<file path="src/rtl/sbd_pkg.sv">
package sbd_pkg;
  localparam int BYTE_W  = 8;
  localparam int WORD_W  = 2 * BYTE_W;
  localparam int ADDR_W  = 36;
  localparam int CMD_W   = 4;
  localparam int LEN_W   = 3;
  localparam int LOWF_W  = 12;                  // address bits 14:3
  localparam int MID_W   = 8;                   // address bits 22:15
  localparam int UP_W    = ADDR_W - LOWF_W - MID_W - LEN_W; // bits 35:23
  localparam logic [BYTE_W-1:0] IDLE_BYTE = '1;

  typedef enum logic [1:0] {
    WK_LOW   = 2'd0,
    WK_CMD   = 2'd1,
    WK_UPPER = 2'd2,
    WK_RSVD  = 2'd3
  } word_kind_e;

  typedef struct packed {
    logic [CMD_W-1:0]  cmd;
    logic [ADDR_W-1:0] addr;
    logic [LEN_W-1:0]  len;
  } req_t;

  function automatic word_kind_e classify(input logic [WORD_W-1:0] w);
    if (!w[15])                 return WK_LOW;
    else if (w[15:12] == 4'b1000) return WK_CMD;
    else if (w[15:13] == 3'b110)  return WK_UPPER;
    else                          return WK_RSVD;
  endfunction

  function automatic logic [ADDR_W-1:0] join_addr(
      input logic [UP_W-1:0]   up,
      input logic [MID_W-1:0]  mid,
      input logic [WORD_W-1:0] w);
    return {up, mid, w[LOWF_W+LEN_W-1:LEN_W], {LEN_W{1'b0}}};
  endfunction
endpackage

</file>
<file path="src/rtl/sbd_byte_pair.sv">
module sbd_byte_pair
  import sbd_pkg::*;
(
  input  logic              clk,
  input  logic              rst_n,
  input  logic [BYTE_W-1:0] byte_in,
  output logic              word_stb,
  output logic [WORD_W-1:0] word
);
  logic              have_hi;
  logic [BYTE_W-1:0] hi_q;
  logic              idle_drop;

  assign idle_drop = !have_hi && (byte_in == IDLE_BYTE);
  assign word_stb  = have_hi;
  assign word      = {hi_q, byte_in};

  always_ff @(posedge clk) begin
    if (!rst_n) begin
      have_hi <= 1'b0;
      hi_q    <= '0;
    end else if (have_hi) begin
      have_hi <= 1'b0;
    end else if (!idle_drop) begin
      have_hi <= 1'b1;
      hi_q    <= byte_in;
    end
  end

  AST_IDLE_STAYS_ALIGNED: assert property (@(posedge clk) disable iff (!rst_n)
    idle_drop |=> !word_stb);
endmodule

</file>
<file path="src/rtl/sbd_sticky.sv">
module sbd_sticky
  import sbd_pkg::*;
(
  input  logic              clk,
  input  logic              rst_n,
  input  logic              word_stb,
  input  word_kind_e        kind,
  input  logic [WORD_W-1:0] word,
  output logic [CMD_W-1:0]  cmd_q,
  output logic [MID_W-1:0]  mid_q,
  output logic [UP_W-1:0]   up_q
);
  logic ld_cmd, ld_up;
  assign ld_cmd = word_stb && (kind == WK_CMD);
  assign ld_up  = word_stb && (kind == WK_UPPER);

  always_ff @(posedge clk) begin
    if (!rst_n) begin
      cmd_q <= '0;
      mid_q <= '0;
      up_q  <= '0;
    end else begin
      if (ld_cmd) begin
        cmd_q <= word[11:8];
        mid_q <= word[MID_W-1:0];
      end
      if (ld_up) up_q <= word[UP_W-1:0];
    end
  end

  AST_LOW_KEEPS_STICKY: assert property (@(posedge clk) disable iff (!rst_n)
    (word_stb && kind == WK_LOW) |=> ($stable(up_q) && $stable(mid_q) && $stable(cmd_q)));
  AST_RSVD_KEEPS_STICKY: assert property (@(posedge clk) disable iff (!rst_n)
    (word_stb && kind == WK_RSVD) |=> ($stable(up_q) && $stable(mid_q) && $stable(cmd_q)));
endmodule

</file>
<file path="src/rtl/sbd_out_slot.sv">
module sbd_out_slot
  import sbd_pkg::*;
(
  input  logic clk,
  input  logic rst_n,
  input  logic new_stb,
  input  req_t new_req,
  input  logic ready,
  output logic valid,
  output req_t req_q,
  output logic ovf_q
);
  logic blocked;
  assign blocked = valid && !ready;

  always_ff @(posedge clk) begin
    if (!rst_n) begin
      valid <= 1'b0;
      req_q <= '0;
      ovf_q <= 1'b0;
    end else begin
      ovf_q <= 1'b0;
      if (new_stb) begin
        if (blocked) begin
          ovf_q <= 1'b1;
        end else begin
          valid <= 1'b1;
          req_q <= new_req;
        end
      end else if (ready) begin
        valid <= 1'b0;
      end
    end
  end

  AST_HOLD_STABLE: assert property (@(posedge clk) disable iff (!rst_n)
    (valid && !ready) |=> (valid && $stable(req_q)));
  AST_OVF_ONLY_WHEN_FULL: assert property (@(posedge clk) disable iff (!rst_n)
    ovf_q |-> $past(valid && !ready));
  AST_OVF_ONE_CYCLE: assert property (@(posedge clk) disable iff (!rst_n)
    ovf_q |=> !ovf_q);
endmodule

</file>
<file path="src/rtl/sideband_req_decoder.sv">
module sideband_req_decoder
  import sbd_pkg::*;
(
  input  logic              clk,
  input  logic              rst_n,
  input  logic [7:0]        sb_byte,
  input  logic              req_ready,
  output logic              req_valid,
  output logic [3:0]        req_cmd,
  output logic [35:0]       req_addr,
  output logic [2:0]        req_len,
  output logic              ovf_err
);
  logic              word_stb;
  logic [WORD_W-1:0] word;
  word_kind_e        kind;
  logic              low_stb;
  logic [CMD_W-1:0]  cmd_q;
  logic [MID_W-1:0]  mid_q;
  logic [UP_W-1:0]   up_q;
  req_t              new_req;
  req_t              slot_req;

  sbd_byte_pair u_pair (
    .clk      (clk),
    .rst_n    (rst_n),
    .byte_in  (sb_byte),
    .word_stb (word_stb),
    .word     (word)
  );

  assign kind    = classify(word);
  assign low_stb = word_stb && (kind == WK_LOW);

  sbd_sticky u_sticky (
    .clk      (clk),
    .rst_n    (rst_n),
    .word_stb (word_stb),
    .kind     (kind),
    .word     (word),
    .cmd_q    (cmd_q),
    .mid_q    (mid_q),
    .up_q     (up_q)
  );

  always_comb begin
    new_req.cmd  = cmd_q;
    new_req.addr = join_addr(up_q, mid_q, word);
    new_req.len  = word[LEN_W-1:0];
  end

  sbd_out_slot u_slot (
    .clk     (clk),
    .rst_n   (rst_n),
    .new_stb (low_stb),
    .new_req (new_req),
    .ready   (req_ready),
    .valid   (req_valid),
    .req_q   (slot_req),
    .ovf_q   (ovf_err)
  );

  assign req_cmd  = slot_req.cmd;
  assign req_addr = slot_req.addr;
  assign req_len  = slot_req.len;

  AST_REQ_NEEDS_LOW_WORD: assert property (@(posedge clk) disable iff (!rst_n)
    $rose(req_valid) |-> $past(low_stb));
  AST_ALIGNED_ADDR: assert property (@(posedge clk) disable iff (!rst_n)
    req_valid |-> (req_addr[2:0] == 3'b000));
  AST_NON_LOW_NO_REQ: assert property (@(posedge clk) disable iff (!rst_n)
    (word_stb && kind != WK_LOW && !req_valid) |=> !req_valid);
endmodule

</file>
<file path="config.mk">
export PLATFORM = sky130hd
export DESIGN_NAME = sideband_req_decoder
export DESIGN_NICKNAME = d
export VERILOG_FILES = /design/src/rtl/sbd_pkg.sv /design/src/rtl/sbd_byte_pair.sv /design/src/rtl/sbd_sticky.sv /design/src/rtl/sbd_out_slot.sv /design/src/rtl/sideband_req_decoder.sv
export SDC_FILE = /design/constraint.sdc
export NUM_CORES = 1
export LEC_CHECK = 0
export ABC_CLOCK_PERIOD_IN_PS = 2650
export CAP_MARGIN = 20
export CORE_MARGIN = 2
export CORE_UTILIZATION = 40
export DETAILED_ROUTE_END_ITERATION = 12
export DONT_BUFFER_PORTS = 1
export PLACE_DENSITY_LB_ADDON = 0.1
export SLEW_MARGIN = 25
export SYNTH_ARGS = -nofsm -noshare
export SYNTH_HDL_FRONTEND = slang
export SYNTH_HIERARCHICAL = 1
export SYNTH_SLANG_ARGS = --single-unit
</file>
<file path="constraint.sdc">
create_clock -name clk -period 2.65 [get_ports clk]
set_input_delay 0.3975 -clock clk [delete_from_list [all_inputs] [get_ports clk]]
set_output_delay 0.3975 -clock clk [all_outputs]
set_load 0.05 [all_outputs]
</file>
# Word-level counts from Yosys, hierarchy flattened
# Index checks and enable logic that the tools add are counted.
# Widths: inputs -> output; s select.
[totals]
reg_bits = 76
inputBits = 11
output_inout_bits = 45
wordCells = 42
[classes]
eq_ne = 6
muxes = 8
bitwise_logic = 4
reduce_logical = 14
[ops]
columns = ["cell", "count"]
rows = [
  ["$eq 8x8->1 const B", 1],
  ["$reduce_and 2->1", 4],
  ["$mux 1", 6],
  ["$logic_and 1x1->1", 5],
  ["$eq 4x4->1 const B", 1],
  ["$mux 2", 2],
  ["$not 1->1", 4],
  ["$eq 3x3->1 const B", 1],
  ["$eq 2x1->1 const B", 1],
  ["$eq 2x2->1 const B", 1],
  ["$logic_not 1->1", 2],
  ["$logic_not 2->1", 1],
  ["$ne 2x2->1 const B", 1],
  ["$reduce_bool 2->1", 1],
  ["$reduce_or 2->1", 1],
]

# Longest topological paths before layout
# Gate-level depths: netlist of the first run.
[depth]
depth_word = 8
mapped_depth = 5
depth_no_buf = 4

# Cells and area by module
# Netlist of the first run, hierarchy kept.
[modules_own_cells]
columns = ["mod", "instances", "cells_each", "area_each_um2", "seq_area_each_um2"]
rows = [
  ["sbd_out_slot", 1, 193, 1833.0, 900.9],
  ["sbd_sticky", 1, 96, 977.2, 500.5],
  ["sbd_byte_pair", 1, 54, 541.8, 180.2],
  ["sideband_req_decoder", 1, 5, 30.0, 0.0],
]

# Worst setup path before layout of the first run
# OpenSTA, ideal clock, no wires.
[synth_timing]
kind = "reg2reg"
from = "reg u_pair.have_hi (netlist: u_pair/word_stb)"
to = "reg u_slot/req_q[0] (netlist name)"
setup_time_ns = 0.072
t_arrival_ns = 1.343
required_time_ns = 2.578
slack_ns = 1.236
stages_incl_launch_ff = 6
n_path_buf = 2
period_less_slack_ns = 1.414
path_cell_list = "dfxtp_1 nor2b_1 nor2b_2 buf_6 buf_12 mux2i_1"
[synth_via]
elab_chain_len = 2
[synth_lines]
columns = ["item", "line_no", "text"]
rows = [
  ["start: declaration", "sbd_byte_pair.sv:10", "logic have_hi;"],
  ["start signal: assignment", "sbd_byte_pair.sv:20", "have_hi <= 1'b0;"],
  ["start signal: assignment", "sbd_byte_pair.sv:23", "have_hi <= 1'b0;"],
  ["start signal: assignment", "sbd_byte_pair.sv:25", "have_hi <= 1'b1;"],
  ["$logic_and 1x1->1", "sideband_req_decoder.sv:33", "assign low_stb = word_stb && (kind == WK_LOW);"],
  ["via low_stb", "sideband_req_decoder.sv:17", "logic low_stb;"],
  ["$reduce_and 2->1 (no line)", "n/a", ""],
  ["end signal: assignment", "sbd_out_slot.sv:28", "req_q <= new_req;"],
  ["end: declaration", "sbd_out_slot.sv:10", "output req_t req_q,"],
]
# The timed path passes the listed nets, and every way through them passes these cells.
# A chain may end at the register's enable or synchronous reset.

# Final worst setup path of the first run
[layout_timing]
from = "reg u_pair.hi_q[7]"
to = "reg u_slot/req_q[10] (netlist name)"
[layout_via]
elab_chain_len = 7
word_cells_on_any_way = 8
cone_classes = "eq/ne: 2; mux: 3; reduce/logical: 3"
[layout_lines]
columns = ["item", "line_no", "text"]
rows = [
  ["start: declaration", "sbd_byte_pair.sv:11", "logic [BYTE_W-1:0] hi_q;"],
  ["start signal: assignment", "sbd_byte_pair.sv:26", "hi_q <= byte_in;"],
  ["$eq 3x3->1", "sbd_pkg.sv:28", "else if (w[15:13] == 3'b110) return WK_UPPER;"],
  ["$mux 1", "sbd_pkg.sv:28", ""],
  ["$mux 2", "sbd_pkg.sv:27", "else if (w[15:12] == 4'b1000) return WK_CMD;"],
  ["$mux 2 *", "sbd_pkg.sv:26", "if (!w[15]) return WK_LOW;"],
  ["$logic_not 2->1 *", "sideband_req_decoder.sv:33", ""],
  ["$logic_and 1x1->1 *", "sideband_req_decoder.sv:33", ""],
  ["via low_stb", "sideband_req_decoder.sv:17", ""],
  ["$reduce_and 2->1 (no line) *", "n/a", ""],
]
# The timed path passes the listed nets; every way through them passes the cells marked *.

==> results.yml, run 1 <==
routing:
  routedWlPerCell_um: 14.81
  detail_route.iter0.violations: 95
  finalWirelength_mm: 6.575
  drcViolationCount: 0
  final_antenna_net_count: 0
  vias: 2203
  drtPass1Iterations: 4
  routed_via_density: 4.962
worst_setup_path:
  cp.arrival_ns: 1.83
  crit_path_start_kind: "flip-flop"
  r2r_setup_slack_ns: 1.09
  startpoint: "u_pair/hi_q[7]$_SDFFE_PN0P_"
  cp_max_fo: 24
  cp-end-kind: "flip-flop"
  regToRegEndpoint: "u_slot/req_q[10]$_SDFFE_PN0P_"
  required_ns: 2.92
  worstSetupPathType: "flip-flop to flip-flop"
  r2r-start: "u_pair/hi_q[7]$_SDFFE_PN0P_"
  rr_worst_depth: 4
status:
  outcome: "finished, final reports clean"
clocking:
  worstSkewPairLatency_ns: 0.34
  numCtsBuffers: 9
  cts_buffer_depth: 2
  htree_levels: 3
  cts_num_sinks: 79
  postCtsSetupBuffers: 0
  cts_resized: 0
  postCtsHoldBufs: 0
  clk_pin_slew_ns: 0.08
  cts_tree: "done"
  root_buffer: "clkbuf_8"
cells_and_area:
  final_layout_size_suffix_gt1_frac: 0.08850
  multi_input_area_um2: 1523
  final_cell_count_no_fill: 444
  ff_latch_area_um2: 1582
  layout.nets: 345
  diodes: 0
  syn_to_final_growth_pct: 2.553
  fillers: 838
floorplan:
  io_pins: 56
  rows: 33
  die-area_um2: 9206
  start_util: 0.4116
  coreArea_um2: 8217
  die_w_um: 95.95
  die_h_um: 95.95
synthesis:
  async_reset_ff_frac: 0
  ys_seq_area_frac: 0.4676
  yosys-top-cells-area: "dfxtp_1, mux2i_1, nand2_1, buf_4, and4b_1"
  ys.flop_type: "dfxtp_1"
  yosysMostFrequentCell: "nand2_1"
  yosys_warnings: 6
  synth_area_um2: 3382
  synth_common_cells: "nand2_1, dfxtp_1, mux2i_1"
  yosys.cell_types.count: 27
  yosys.area.top_type: "dfxtp_1"
  avgSynthCellArea_um2: 9.718
  synth_cells: 348
  synth-seq-cells: 79
  synth_edf_count: 0
  synth_top_area_share: 0.4676
job:
  max_cap_viol_count: 0
global_route:
  gr-usage-met2: 0.2139
  grt_max_degree: 136
  gr-total-overflow: 0
  use_met3: 0.05247
  grt_pass1_vias: 2083
  grt_pass1_wl_mm: 10.83
  grt_antenna_before_repair: 0
  grt_usage: 0.1549
  use_met1: 0.2232
  grt_busiest_layer: "met1"
sta:
  fin_crit_ns: 1.557
  finalHoldViolCount: 0
  setup_viol: 0
  hold_slack_ns: 0.1726
  rsz0062_at_grt: "no"
  tightest_slew_ns: 0.5395
  tns_ns: 0
  fmax_ghz: 0.6421
  slew_violations: 0
  skew_ns: 0.004984
  post-route-period-util: 0.5877
  relSlewSlack: 0.6399
pwr:
  ir_drop_mv: 0.2445
  p_per_area_nw_per_um2: 657.3
  p_leak_nw: 1.459
hold_path:
  hold_path_startpoint: "rst_n"
  hold-path-cell-count: 2
  holdCritPathClass: "primary input to flip-flop"
  hold_end: "u_pair/hi_q[5]$_SDFFE_PN0P_"
placed_design:
  gp_congestion: 0.6989
  placed_cells: 428
  hpwl_mm: 4.164
  port_buffers: 0
[final cells by class]
cell class	count	share of cell area
repair buffers	3	0.006493
well taps	105	0.03788
multi-input cells	232	0.4390
clock buffers	13	0.04582
flip-flops and latches	79	0.4560
inverters	9	0.009740
clock inverters	3	0.005050
[worst max-delay path: stages, from the launching register on]
cell     delay [ns]
dfxtp_1        0.35
nor2b_1        0.30
nor2b_4        0.21
buf_4          0.37
mux2i_1        0.23
[worst max-delay path by stage]
stage / to / slack (ns) / cells after the start
after global routing: u_slot/req_q[8]$_SDFFE_PN0P_ / 0.97 / 4
after detailed placement: u_slot/req_q[10]$_SDFFE_PN0P_ / 1.10 / 4
after CTS: u_slot/req_q[10]$_SDFFE_PN0P_ / 1.09 / 4
after floorplan: u_slot/req_q[0]$_SDFFE_PN0P_ / 1.24 / 5
after global placement: u_slot/req_q[8]$_SDFFE_PN0P_ / 1.15 / 4
final: u_slot/req_q[10]$_SDFFE_PN0P_ / 1.09 / 4
[layer usage]
metal | vias to the layer above | wire length (um)
li1 | 1124 | -
met5 | - | 0
met3 | 2 | 418
met4 | 0 | 40
met1 | 1028 | 3339
met2 | 49 | 2776
[cell usage in the layout (no fill, tap or decap), types with 5 or more instances in the layout]
master	instances
dfxtp_1	79
clkbuf_8	11
o21ai_0	6
nand2_1	124
mux2i_1	68
and4b_1	8
a221oi_2	5
inv_1	9
[report_power, final]
group	switching, mW	internal, mW	leakage [nW]
clock	0.417	0.390	0.0894
sequential	0.0953	1.22	0.641
combinational	0.0793	0.0734	0.728
[cells by family (layout without fill, tap and decap cells)]
logic type             Yosys count  count (layout)  synth area share
buffers and inverters           39              28           0.08583
and+or+nand+nor                141             141            0.1916
DFF                             79              79            0.4676
other                            1               3          0.001109
muxes                           68              68            0.2013
AOI/OAI and AO/OA               20              20           0.05254
[flip-flops by register name, summed over array words and instances, names as in the netlist]
signal	cells
u_pair/hi_q	8
u_pair/word_stb	1
u_slot/ovf_q	1
u_slot/req_q	43
u_slot/valid	1
u_sticky/cmd_q	4
u_sticky/mid_q	8
u_sticky/up_q	13
[stage by stage]
| step | worst slack (ns) | power (mW) | instance area [um^2] | utilization |
|---|---|---|---|---|
| final | 1.093 | 2.280 | 3468 | 0.4221 |
| after global routing | 0.9697 | 2.406 | 3468 | 0.4221 |
| after CTS | 1.090 | 2.318 | 3468 | 0.4221 |
| after detailed placement | 1.096 | 1.504 | 3292 | 0.4006 |
| after global placement | 1.146 | 1.501 | 3292 | 0.4006 |
| after floorplan | 1.236 | 1.531 | 3390 | - |
No activity file was read; power rests on OpenSTA's default activity.
==> run 2: changes to the inputs <==
Settings changed: ABC_CLOCK_PERIOD_IN_PS 2650 to 1430.
Clock period 2.65 ns to 1.43 ns, I/O delays scaled along.
==> run 2 against run 1 <==
Core utilization grew 3.9 points. Die area is the same. Clock power grew 110%. Routed wire length grew 13%. Flip-flop and latch count is the same. Sequential share of layout area shrank 3.8 points. Clock skew grew 0.0043 ns. Global-route usage grew 1.3 points. Critical path depth shrank 1. Worst hold slack lost 0.16 ns. Design area grew 9.2%. Critical path type unchanged. Largest power group unchanged. Highest routed layer unchanged.
==> results.yml, run 2 (synthesis results as in run 1) <==
worst_setup_path:
  worstSetupPathType: "flip-flop to flip-flop"
  r2r_setup_slack_ns: 0.13
  r2r-start: "u_pair/hi_q[5]$_SDFFE_PN0P_"
  crit_chain: "o31a_1, nand3b_4, mux2i_1"
  cp.arrival_ns: 1.54
  cp-end-kind: "flip-flop"
  crit_path_start_kind: "flip-flop"
  startpoint: "u_pair/hi_q[5]$_SDFFE_PN0P_"
  max_stage_delay_ns: 0.35
  cp_max_fo: 12
  crit_slowest_cell: "dfxtp_1"
  critPathBufInv: 0
  required_ns: 1.67
  path_delay_family: "flip-flops"
  regToRegEndpoint: "u_sticky/cmd_q[0]$_SDFFE_PN0P_"
  rr_worst_depth: 3
cells_and_area:
  final_cell_mix: "nand2_1, dfxtp_1, mux2i_1"
  final_common_cell: "nand2_1"
  largest_reg_flops: 43
  syn_to_final_growth_pct: 12.02
  ff_latch_area_um2: 1583
  reg_top3: "u_slot/req_q (43), u_sticky/up_q (13)"
  multi_input_area_um2: 1530
  layout.nets: 375
  diodes: 0
  final_layout_size_suffix_gt1_frac: 0.1463
  fillers: 792
  top_register: "u_slot/req_q"
sta:
  skew_ns: 0.009261
  finalHoldViolCount: 0
  setup_viol: 0
  relSlewSlack: 0.6437
  hold_slack_ns: 0.008948
  tightest_slew_ns: 0.5338
  post-route-period-util: 0.9115
  slew_violations: 0
  rsz0062_at_grt: "no"
  fmax_ghz: 0.7672
  setup_slack_ns: 0.1265
  fin_crit_ns: 1.303
global_route:
  grt_pass1_vias: 2207
  grt_antenna_before_repair: 0
  grt_pass1_wl_mm: 11.65
  gr-total-overflow: 0
  grt_max_degree: 130
  grt_usage: 0.1681
floorplan:
  rows: 33
  start_util: 0.4116
  die_w_um: 95.95
  coreArea_um2: 8217
  die_h_um: 95.95
  io_pins: 56
  die-area_um2: 9206
clocking:
  numCtsBuffers: 9
  cts_tree: "done"
  root_buffer: "clkbuf_8"
  cts_buffer_depth: 2
  worstSkewPairLatency_ns: 0.35
  clk_pin_slew_ns: 0.08
  htree_levels: 3
  cts_num_sinks: 79
routing:
  detail_route.iter0.violations: 116
  vias: 2322
  routed_via_density: 4.899
  final_antenna_net_count: 0
  finalWirelength_mm: 7.406
  drtPass1Iterations: 4
  routedWlPerCell_um: 15.62
  drcViolationCount: 0
pwr:
  clkPwrFrac: 0.380
  p_seq_frac: 0.532
  power_frac_comb: 0.088
  p_sw_frac: 0.2608
  p_leak_nw: 1.638
  internal_power_mw: 3.362
  ir_drop_mv: 0.4312
  switchingPower_mw: 1.186
  p_per_area_nw_per_um2: 1200
placed_design:
  gp_congestion: 0.7346
  port_buffers: 0
  place_ws_ns: -0.0009008
  hpwl_mm: 4.250
job:
  max_cap_viol_count: 0
hold_path:
  hold_end: "u_slot/req_q[10]$_SDFFE_PN0P_"
  hold-path-cell-count: 2
  holdCritPathClass: "primary input to flip-flop"
  hold_path_startpoint: "rst_n"
status:
  outcome: "finished, final reports clean"
## run 2: layer usage
metal / track usage / wire length [um] / vias up
met2: 0.2319 / 3205 / 48
met4: 0.06786 / 133 / 0
met1: 0.2444 / 3696 / 1078
met5: 0 / 0 / -
li1: - / - / 1184
met3: 0.04777 / 371 / 12
## run 2: stage by stage
step	TNS, ns	instances	util	total power [mW]	instance area (um^2)
after floorplan	0	350	-	2.838	3390
after global placement	0	445	0.4177	2.809	3432
after detailed placement	-0.0009008	445	0.4177	2.813	3432
after CTS	0	469	0.4530	4.563	3722
after global routing	0	474	0.4611	4.755	3789
final	0	474	0.4611	4.548	3789
## run 2: power by group through the flow
stage	Clock, mW	Sequential (mW)	Combinational (mW)
finish	1.73	2.42	0.400
global route	1.89	2.43	0.434
CTS	1.78	2.42	0.369
detailed placement	0	2.47	0.343
global placement	0	2.47	0.340
floorplan	0	2.49	0.352
## run 2: worst max-delay path by stage
stage / depth (start not counted) / endpoint / slack [ns]
floorplan: 5 / u_slot/req_q[0]$_SDFFE_PN0P_ / 0.02
global placement: 4 / u_slot/req_q[13]$_SDFFE_PN0P_ / 0.03
detailed placement: 4 / u_slot/req_q[8]$_SDFFE_PN0P_ / -0.0009
CTS: 4 / u_sticky/mid_q[4]$_SDFFE_PN0P_ / 0.07
global route: 5 / u_sticky/mid_q[1]$_SDFFE_PN0P_ / 0.03
finish: 3 / u_sticky/cmd_q[0]$_SDFFE_PN0P_ / 0.13
## run 2: timing repair
| action | CTS | global route |
|---|---|---|
| hold buffers | 8 | 2 |
| resized for setup | 1 | 3 |
| endpoints found under the hold margin | 11 | 3 |
| buffers inserted | 0 | 2 |
| setup endpoints to repair | 9 | 26 |
| cloned | 0 | 1 |
## run 2: area by class of cell
class / count / share of cell area
inverter: 9 / 0.008917
sequential: 79 / 0.4178
timing repair buffer: 33 / 0.07992
tap: 105 / 0.03468
multi-input combinational: 232 / 0.4039
clock inverter: 5 / 0.01486
clock buffer: 11 / 0.03996
